<file path="config.mk">
export PLATFORM = sky130hd
export DESIGN_NAME = clken_gen
export DESIGN_NICKNAME = d
export VERILOG_FILES = /design/src/rtl/clken_pkg.sv /design/src/rtl/clken_core_phase.sv /design/src/rtl/clken_bus_phase.sv /design/src/rtl/clken_gen.sv
export SDC_FILE = /design/constraint.sdc
export NUM_CORES = 1
export LEC_CHECK = 0
export BUFFER_PORTS_ARGS = -buffer_cell sky130_fd_sc_hd__buf_2
export CAP_MARGIN = 15
export CORE_AREA = 2 2 39 41
export DETAILED_ROUTE_END_ITERATION = 16
export DIE_AREA = 0 0 41 43
export GPL_TIMING_DRIVEN = 0
export PLACE_DENSITY_LB_ADDON = 0.15
export REMOVE_ABC_BUFFERS = 1
export SETUP_SLACK_MARGIN = 0.15
export SYNTH_ARGS = -nofsm -noshare
export SYNTH_HDL_FRONTEND = slang
export SYNTH_SLANG_ARGS = --single-unit
</file>
<file path="constraint.sdc">
create_clock -name clk -period 2.5 [get_ports clk]
set_clock_uncertainty 0.1 [all_clocks]
set_input_delay 0.5 -clock clk [delete_from_list [all_inputs] [get_ports clk]]
set_output_delay 0.5 -clock clk [all_outputs]
set_load 0.01 [all_outputs]
</file>
<file path="src/rtl/clken_pkg.sv">
package clken_pkg;

  // Bus cycle length in reference cycles for a ratio code (code+1 core periods).
  function automatic int bus_period(input int code);
    return 2 * (code + 1);
  endfunction

  // Number of leading reference cycles in a bus cycle where the bus enable is high.
  // 1x: one cycle; slower ratios: all but the final two cycles.
  function automatic int bus_high_len(input int code);
    return (code == 0) ? 1 : 2 * code;
  endfunction

endpackage

</file>
<file path="src/rtl/clken_core_phase.sv">
module clken_core_phase (
  input  logic clk,
  input  logic rst,
  output logic core_en
);

  logic core_q;

  always_ff @(posedge clk) begin
    if (rst) core_q <= 1'b0;
    else     core_q <= ~core_q;
  end

  assign core_en = core_q;

  // the core enable alternates at every reference edge once out of reset
  assert_core_toggle_R2: assert property (@(posedge clk) disable iff (rst)
    !$past(rst) |-> (core_q != $past(core_q)));

endmodule

</file>
<file path="src/rtl/clken_bus_phase.sv">
module clken_bus_phase
  import clken_pkg::*;
#(
  parameter int SEL_W = 2,
  localparam int MAX_PERIOD = 2 * (1 << SEL_W),
  localparam int PW = $clog2(MAX_PERIOD)
) (
  input  logic             clk,
  input  logic             rst,
  input  logic [SEL_W-1:0] ratio_sel,
  output logic             bus_en,
  output logic             cycle_start
);

  logic             started_q;
  logic [SEL_W-1:0] ratio_q;
  logic [PW-1:0]    pos_q;
  logic             bus_q;

  logic             at_boundary;
  logic             load;
  logic [SEL_W-1:0] ratio_d;
  logic [PW-1:0]    pos_d;
  logic             bus_d;

  // Last reference cycle of the running bus cycle.
  assign at_boundary = started_q &&
                       (int'(pos_q) == bus_period(int'(ratio_q)) - 1);
  assign load        = !started_q || at_boundary;
  assign ratio_d     = load ? ratio_sel : ratio_q;
  assign pos_d       = load ? '0 : pos_q + PW'(1);
  assign bus_d       = int'(pos_d) < bus_high_len(int'(ratio_d));

  always_ff @(posedge clk) begin
    if (rst) begin
      started_q <= 1'b0;
      ratio_q   <= '0;
      pos_q     <= '0;
      bus_q     <= 1'b0;
    end else begin
      started_q <= 1'b1;
      ratio_q   <= ratio_d;
      pos_q     <= pos_d;
      bus_q     <= bus_d;
    end
  end

  assign bus_en      = bus_q;
  assign cycle_start = started_q && (pos_q == '0);

  // the active ratio may only change at an edge that opens a new bus cycle
  assert_ratio_hold_R8: assert property (@(posedge clk) disable iff (rst)
    (started_q && !at_boundary) |=> $stable(ratio_q));

  // outside 1x the low phase always lasts two reference cycles
  assert_low_two_R6: assert property (@(posedge clk) disable iff (rst)
    ($fell(bus_q) && ratio_q != '0) |=> !bus_q);

  // every bus cycle starts with the enable high
  assert_start_high_R1: assert property (@(posedge clk) disable iff (rst)
    cycle_start |-> bus_q);

endmodule

</file>
<file path="src/rtl/clken_gen.sv">
module clken_gen #(
  parameter int SEL_W = 2
) (
  input  logic             clk,
  input  logic             rst,
  input  logic [SEL_W-1:0] ratio_sel,
  output logic             core_en,
  output logic             bus_en
);

  logic core_w;
  logic bus_w;
  logic bus_cycle_start;

  clken_core_phase u_core (
    .clk     (clk),
    .rst     (rst),
    .core_en (core_w)
  );

  clken_bus_phase #(.SEL_W(SEL_W)) u_bus (
    .clk         (clk),
    .rst         (rst),
    .ratio_sel   (ratio_sel),
    .bus_en      (bus_w),
    .cycle_start (bus_cycle_start)
  );

  assign core_en = core_w;
  assign bus_en  = bus_w;

  // a bus-enable rise is always accompanied by a core-enable rise
  assert_bus_rise_aligned_R7: assert property (@(posedge clk) disable iff (rst)
    $rose(bus_w) |-> $rose(core_w));

  // a new bus cycle starts only in a core-high cycle
  assert_start_on_core_R7: assert property (@(posedge clk) disable iff (rst)
    bus_cycle_start |-> core_w);

  // reset clears both enables at the next edge
  assert_reset_clear_R1: assert property (@(posedge clk)
    rst |=> (!core_w && !bus_w));

endmodule

</file>
==> results of run 1 <==
[sequential cells by signal, indices dropped and copies added (netlist names)]
name,cells
u_bus.ratio_q,2
u_bus.pos_q,3
u_core.core_en,1
u_bus.bus_en,1
u_bus.started_q,1
[per-stage QoR]
step / setup WS, ps / util, %
finish: 247.2 / 37.52
global route: 158.1 / 37.52
CTS: 162.4 / 35.53
detailed placement: -147.5 / 33.09
global placement: -104.2 / 33.09
floorplan: 79.57 / -
[power by group through the flow]
| stage | Clock, mW | Sequential (mW) | Combinational (mW) |
|---|---|---|---|
| after floorplan | 0 | 0.145 | 0.0369 |
| final | 0.0958 | 0.141 | 0.0576 |
| after global placement | 0 | 0.144 | 0.0511 |
| after CTS | 0.100 | 0.141 | 0.0517 |
| after global routing | 0.108 | 0.143 | 0.0651 |
| after detailed placement | 0 | 0.144 | 0.0524 |
[repair_timing]
action,4_1_cts,5_1_grt
buffers inserted,1,2
setup endpoints to repair,1,1
gates resized for setup,2,2
pin swaps,2,4
[worst max-delay path by stage]
| stage | startpoint | end | slack [ps] | cells after the start |
|---|---|---|---|---|
| 6_report | u_bus.ratio_q[0] | u_bus.bus_en | 250 | 8 |
| 2_1_floorplan | u_bus.ratio_q[0] | u_bus.bus_en | 80 | 8 |
| 3_3_place_gp | u_bus.ratio_q[0] | u_bus.bus_en | -100 | 8 |
| 3_5_place_dp | u_bus.ratio_q[0] | u_bus.bus_en | -150 | 8 |
| 5_1_grt | u_bus.ratio_q[0] | u_bus.bus_en | 160 | 8 |
| 4_1_cts | u_bus.ratio_q[0] | u_bus.bus_en | 160 | 8 |
[cell families after synthesis]
| family | Yosys count | share of synthesized area [%] |
|---|---|---|
| and+or+nand+nor | 14 | 16.98 |
| muxes | 3 | 7.273 |
| adders and majority gates | 5 | 15.15 |
| buffers and inverters | 4 | 3.635 |
| AOI/OAI and AO/OA | 4 | 8.486 |
| xor gates and xnor gates | 3 | 9.697 |
| DFF | 8 | 38.79 |
[cells in the mapped netlist, drive strengths merged]
master and n:
dfxtp 8, ha 5, nor2 5, inv 4
mux2i 3, a21oi 2, nand2 2, nor3 2
xnor2 2, a211o 1, a41oi 1, and2 1
and3 1, and4 1, nand2b 1, nand4 1
xnor3 1
[layout make-up]
type                            instances  area share, %
Multi-Input combinational cell         29          48.19
Inverter                                4          2.892
Sequential cell                         8          31.57
Tap cell                               16          3.855
Clock buffer                            3          4.337
Timing Repair Buffer                    8          9.157
[cells in the final DEF, fill, tap and decap left out, types with 2 or more instances in the layout]
master    netlist  final
dfxtp_1         8      7
a21oi_1         2      2
nor3_1          2      2
mux2i_1         3      3
clkbuf_4        0      3
inv_1           4      3
buf_2           0      5
nand2_1         2      2
buf_4           0      3
xnor2_1         2      2
ha_1            5      4
nor2_1          5      5
[per-layer routing]
| metal | track usage, % | share of wire [%] |
|---|---|---|
| met4 | 8.000 | 1.8 |
| met1 | 14.98 | 52 |
| met3 | 1.571 | 3.0 |
| met5 | 0 | 0 |
| met2 | 14.37 | 43 |
==> results.ini, run 1 <==
[outcome]
status=finished, final reports clean

[die]
initial_core_util_pct=29.84
die_w_um=41
die_h_um=43
dieArea_um2=1763
core_area_um2=1384
io_pins=6
row_count=14

[cts]
cts_tree=built
clk_latency_ps=250
clkTransAtPathRegs_ps=50
cts.sinks=8
cts-htree-levels=1
cts_buffer_depth=2
hold_buffers=0
cts_inserted_buffers=3
root_buffer=clkbuf_4

[place]
gp_congestion=0.7395
placed_cell_area_um2=457.9
dp_hpwl_um=550.3
placedCellCount=62
io_buffers=5

[global_routing]
antenna_found_initial=0
grt_max_degree=8
track_usage_pct=10.79
grt_first_pass_wirelength_mm=1.248
overflow=0
first_global_vias=314

[cells_and_area]
fillers=155
drive_gt1_share_pct=28.85
regArea_um2=163.9
design_area_um2=519.2
instances_no_fill=68
multi_input_area_um2=250.2
fin_nets=63
diodes=0
syn2layout_area_growth_pct=25.76

[drt]
antenna_left=0
dr.pass1.iters=2
wire_per_inst_um=10.65
post-route-drc-count=0
vias_per_cell=4.721
drt_wl_total_um=724
via_count=321
drt_iter0_drc=5

[power]
pwr-share-seq_pct=48.0
vdd_drop_max_mv=0.2548
totalPowerFinal_uw=294.8
combPwrFrac_pct=19.5
powerDensity_nw_per_um2=567.8
switching_share_pct=25.62
p_switching_uw=75.54
p_int_uw=219.3
clock_power_share_pct=32.5
leakagePower_nw=0.2490

[worst_setup_path]
path_cells=inv_2, ha_4, xnor3_1, a41oi_2, mux2i_1, ha_1, a211o_1, a21oi_1
cp.arrival_ps=2340
slowest_stage=dfxtp_4
critical_path_class=register to register
crit_buf_inv=1
reg2reg_slack_ps=250
cp-start-kind=register
timing.rr.start=u_bus.ratio_q[0]
worstReg2RegEnd=u_bus.bus_en
rr_worst_depth=8
cp-end-kind=register
required_ps=2580
path_delay_family=compound AO/OA/AOI/OAI gates
max_stage_delay_ps=370
worstPathMaxFanout=4

[hold_path]
hold_start=u_core.core_en
hp-class=register to register
worstHoldPathCells=1
min_to=u_core.core_en

[timing]
fin_setup_tns_ps=0
rsz0062_at_grt=false
finalMaxSlewViolations=0
hold_ws_ps=304.0
finalCritPeriodShare_pct=90.11
setup_viol=0
min_period_ps=2253
hold_viol_final=0
worstMarginPinSlew_ps=208.7
max_freq_mhz=443.9
slew_headroom_pct=85.69

[synth]
ys_seq_elements=8
synth.top_cells.by_area=dfxtp_1 (39%), ha_1 (15%), mux2i_1 (7.3%), xnor3_1 (5.5%), nor2_1 (4.5%)
synthCells=41
ys_types=17
yosys_warnings=0
syn_avg_cell_area_um2=10.07
synth_area_um2=412.9
yosys.area.top_type=dfxtp_1
synth.top_cell.area_share_pct=38.79
ys_seq_area_share_pct=38.79

[run]
drv_cap=0

No activity file was read; power rests on OpenSTA's default activity.
==> run 2, diff against run 1 <==
--- a/config.mk
+++ b/config.mk
@@ -8,6 +8,7 @@
 export BUFFER_PORTS_ARGS = -buffer_cell sky130_fd_sc_hd__buf_2
 export CAP_MARGIN = 15
 export CORE_AREA = 2 2 39 41
+export CTS_BUF_LIST = sky130_fd_sc_hd__clkbuf_8
 export DETAILED_ROUTE_END_ITERATION = 16
 export DIE_AREA = 0 0 41 43
 export GPL_TIMING_DRIVEN = 0
==> results.ini, run 2 (same netlist as run 1, synthesis figures left out) <==
[cells_and_area]
final_util_pct=39.96
fin_nets=65
layout_common_cells=dfxtp_1 (7), nor2_1 (5), buf_2 (5), buf_4 (5), ha_1 (4)
diodes=0
fillers=140
syn2layout_area_growth_pct=33.94
drive_gt1_share_pct=31.48
reg_top3=u_bus.pos_q x3, u_bus.ratio_q x2
final_common_cell=dfxtp_1
largest_reg_flops=3
regMostFlops=u_bus.pos_q

[worst_setup_path]
slowest_stage=dfxtp_1
worstPathMaxFanout=3
cp-end-kind=register
path_delay_family=compound AO/OA/AOI/OAI gates
crit_buf_inv=1
critical_path_class=register to register
required_ps=2560
cp.arrival_ps=2320
max_stage_delay_ps=310
cp-start-kind=register
path_cells=inv_1, ha_4, xnor3_1, a41oi_2, mux2i_1, ha_1, a211o_1, a21oi_1

[drt]
drt_wl_total_um=775
via_count=331
wire_per_inst_um=11.07
dr.pass1.iters=4
antenna_left=0
drt_iter0_drc=5
post-route-drc-count=0
vias_per_cell=4.729

[power]
p_int_uw=272.7
leakagePower_nw=0.2670
switching_share_pct=23.12
combPwrFrac_pct=17.9
p_switching_uw=82.01
clock_power_share_pct=42.3
pwr-share-seq_pct=39.8
powerDensity_nw_per_um2=641.4
vdd_drop_max_mv=0.4348

[die]
io_pins=6
row_count=14
core_area_um2=1384
initial_core_util_pct=29.84
die_w_um=41
dieArea_um2=1763
die_h_um=43

[timing]
worstMarginPinSlew_ps=220.4
min_period_ps=2266
finalMaxSlewViolations=0
finalCritPeriodShare_pct=90.63
hold_ws_ps=300.5
fin_setup_tns_ps=0
hold_viol_final=0
setup_viol=0
slew_headroom_pct=84.88
max_freq_mhz=441.3
rsz0062_at_grt=false

[place]
dp_hpwl_um=550.3
io_buffers=5
gp_congestion=0.7395

[global_routing]
grt_first_pass_wirelength_mm=1.311
track_usage_pct=11.09
grt_max_degree=8
antenna_found_initial=0
first_global_vias=329
overflow=0

[cts]
clkTransAtPathRegs_ps=40
cts.sinks=8
cts_inserted_buffers=3
clk_latency_ps=220
cts_tree=built
root_buffer=clkbuf_8
cts-htree-levels=1
cts_buffer_depth=2
hold_buffers=0

[hold_path]
hp-class=register to register

[outcome]
status=finished, final reports clean

[run]
drv_cap=0

-- run 2: changes by cell type in the layout (fill, tap and decap cells not counted) --
cell	before	now
buf_4	3	5
clkbuf_4	3	0
clkbuf_8	0	3
-- run 2: cell type report --
cell class / count / area [um2] / area share [%]
Inverter: 4 / 15.01 / 2.715
Multi-Input combinational cell: 29 / 250.2 / 45.25
Tap cell: 16 / 20.02 / 3.620
Clock buffer: 3 / 41.29 / 7.466
Timing Repair Buffer: 10 / 62.56 / 11.31
Sequential cell: 8 / 163.9 / 29.64
-- run 2: power groups by stage --
stage | Combinational (mW) | Clock (mW) | Sequential, mW
floorplan | 0.0369 | 0 | 0.145
global placement | 0.0511 | 0 | 0.144
detailed placement | 0.0524 | 0 | 0.144
CTS | 0.0542 | 0.153 | 0.142
global route | 0.0713 | 0.164 | 0.142
finish | 0.0636 | 0.150 | 0.141
-- run 2: worst paths after layout --
check,start,to,slack (ps),depth (start not counted)
setup / recovery,u_bus.ratio_q[1],u_bus.bus_en,230,8
hold / removal,u_core.core_en,u_core.core_en,300,1
setup reg to reg,u_bus.ratio_q[1],u_bus.bus_en,230,8
hold reg to reg,u_core.core_en,u_core.core_en,300,1
-- run 2: timing repair --
action	4_1_cts	5_1_grt
setup buffers	2	3
pin swaps	3	4
resized for setup	2	2
setup endpoints to repair	1	1
-- run 2: per-stage QoR --
stage          setup slack (ps)  power (mW)  area (um2)  cells
2_1_floorplan             79.57      0.1817       412.9     41
3_3_place_gp             -104.2      0.1952       457.9     62
4_1_cts                   157.6      0.3492       518.0     67
5_1_grt                   125.5      0.3776       553.0     70
3_5_place_dp             -147.5      0.1966       457.9     62
6_report                  234.2      0.3547       553.0     70
-- run 2: metal layers --
metal,track usage (%),part of all wire [%],up-vias
li1,-,-,169
met1,15.31,49,151
met2,15.00,46,8
met3,3.141,3.4,3
met4,6.000,2.1,0
met5,0,0,-
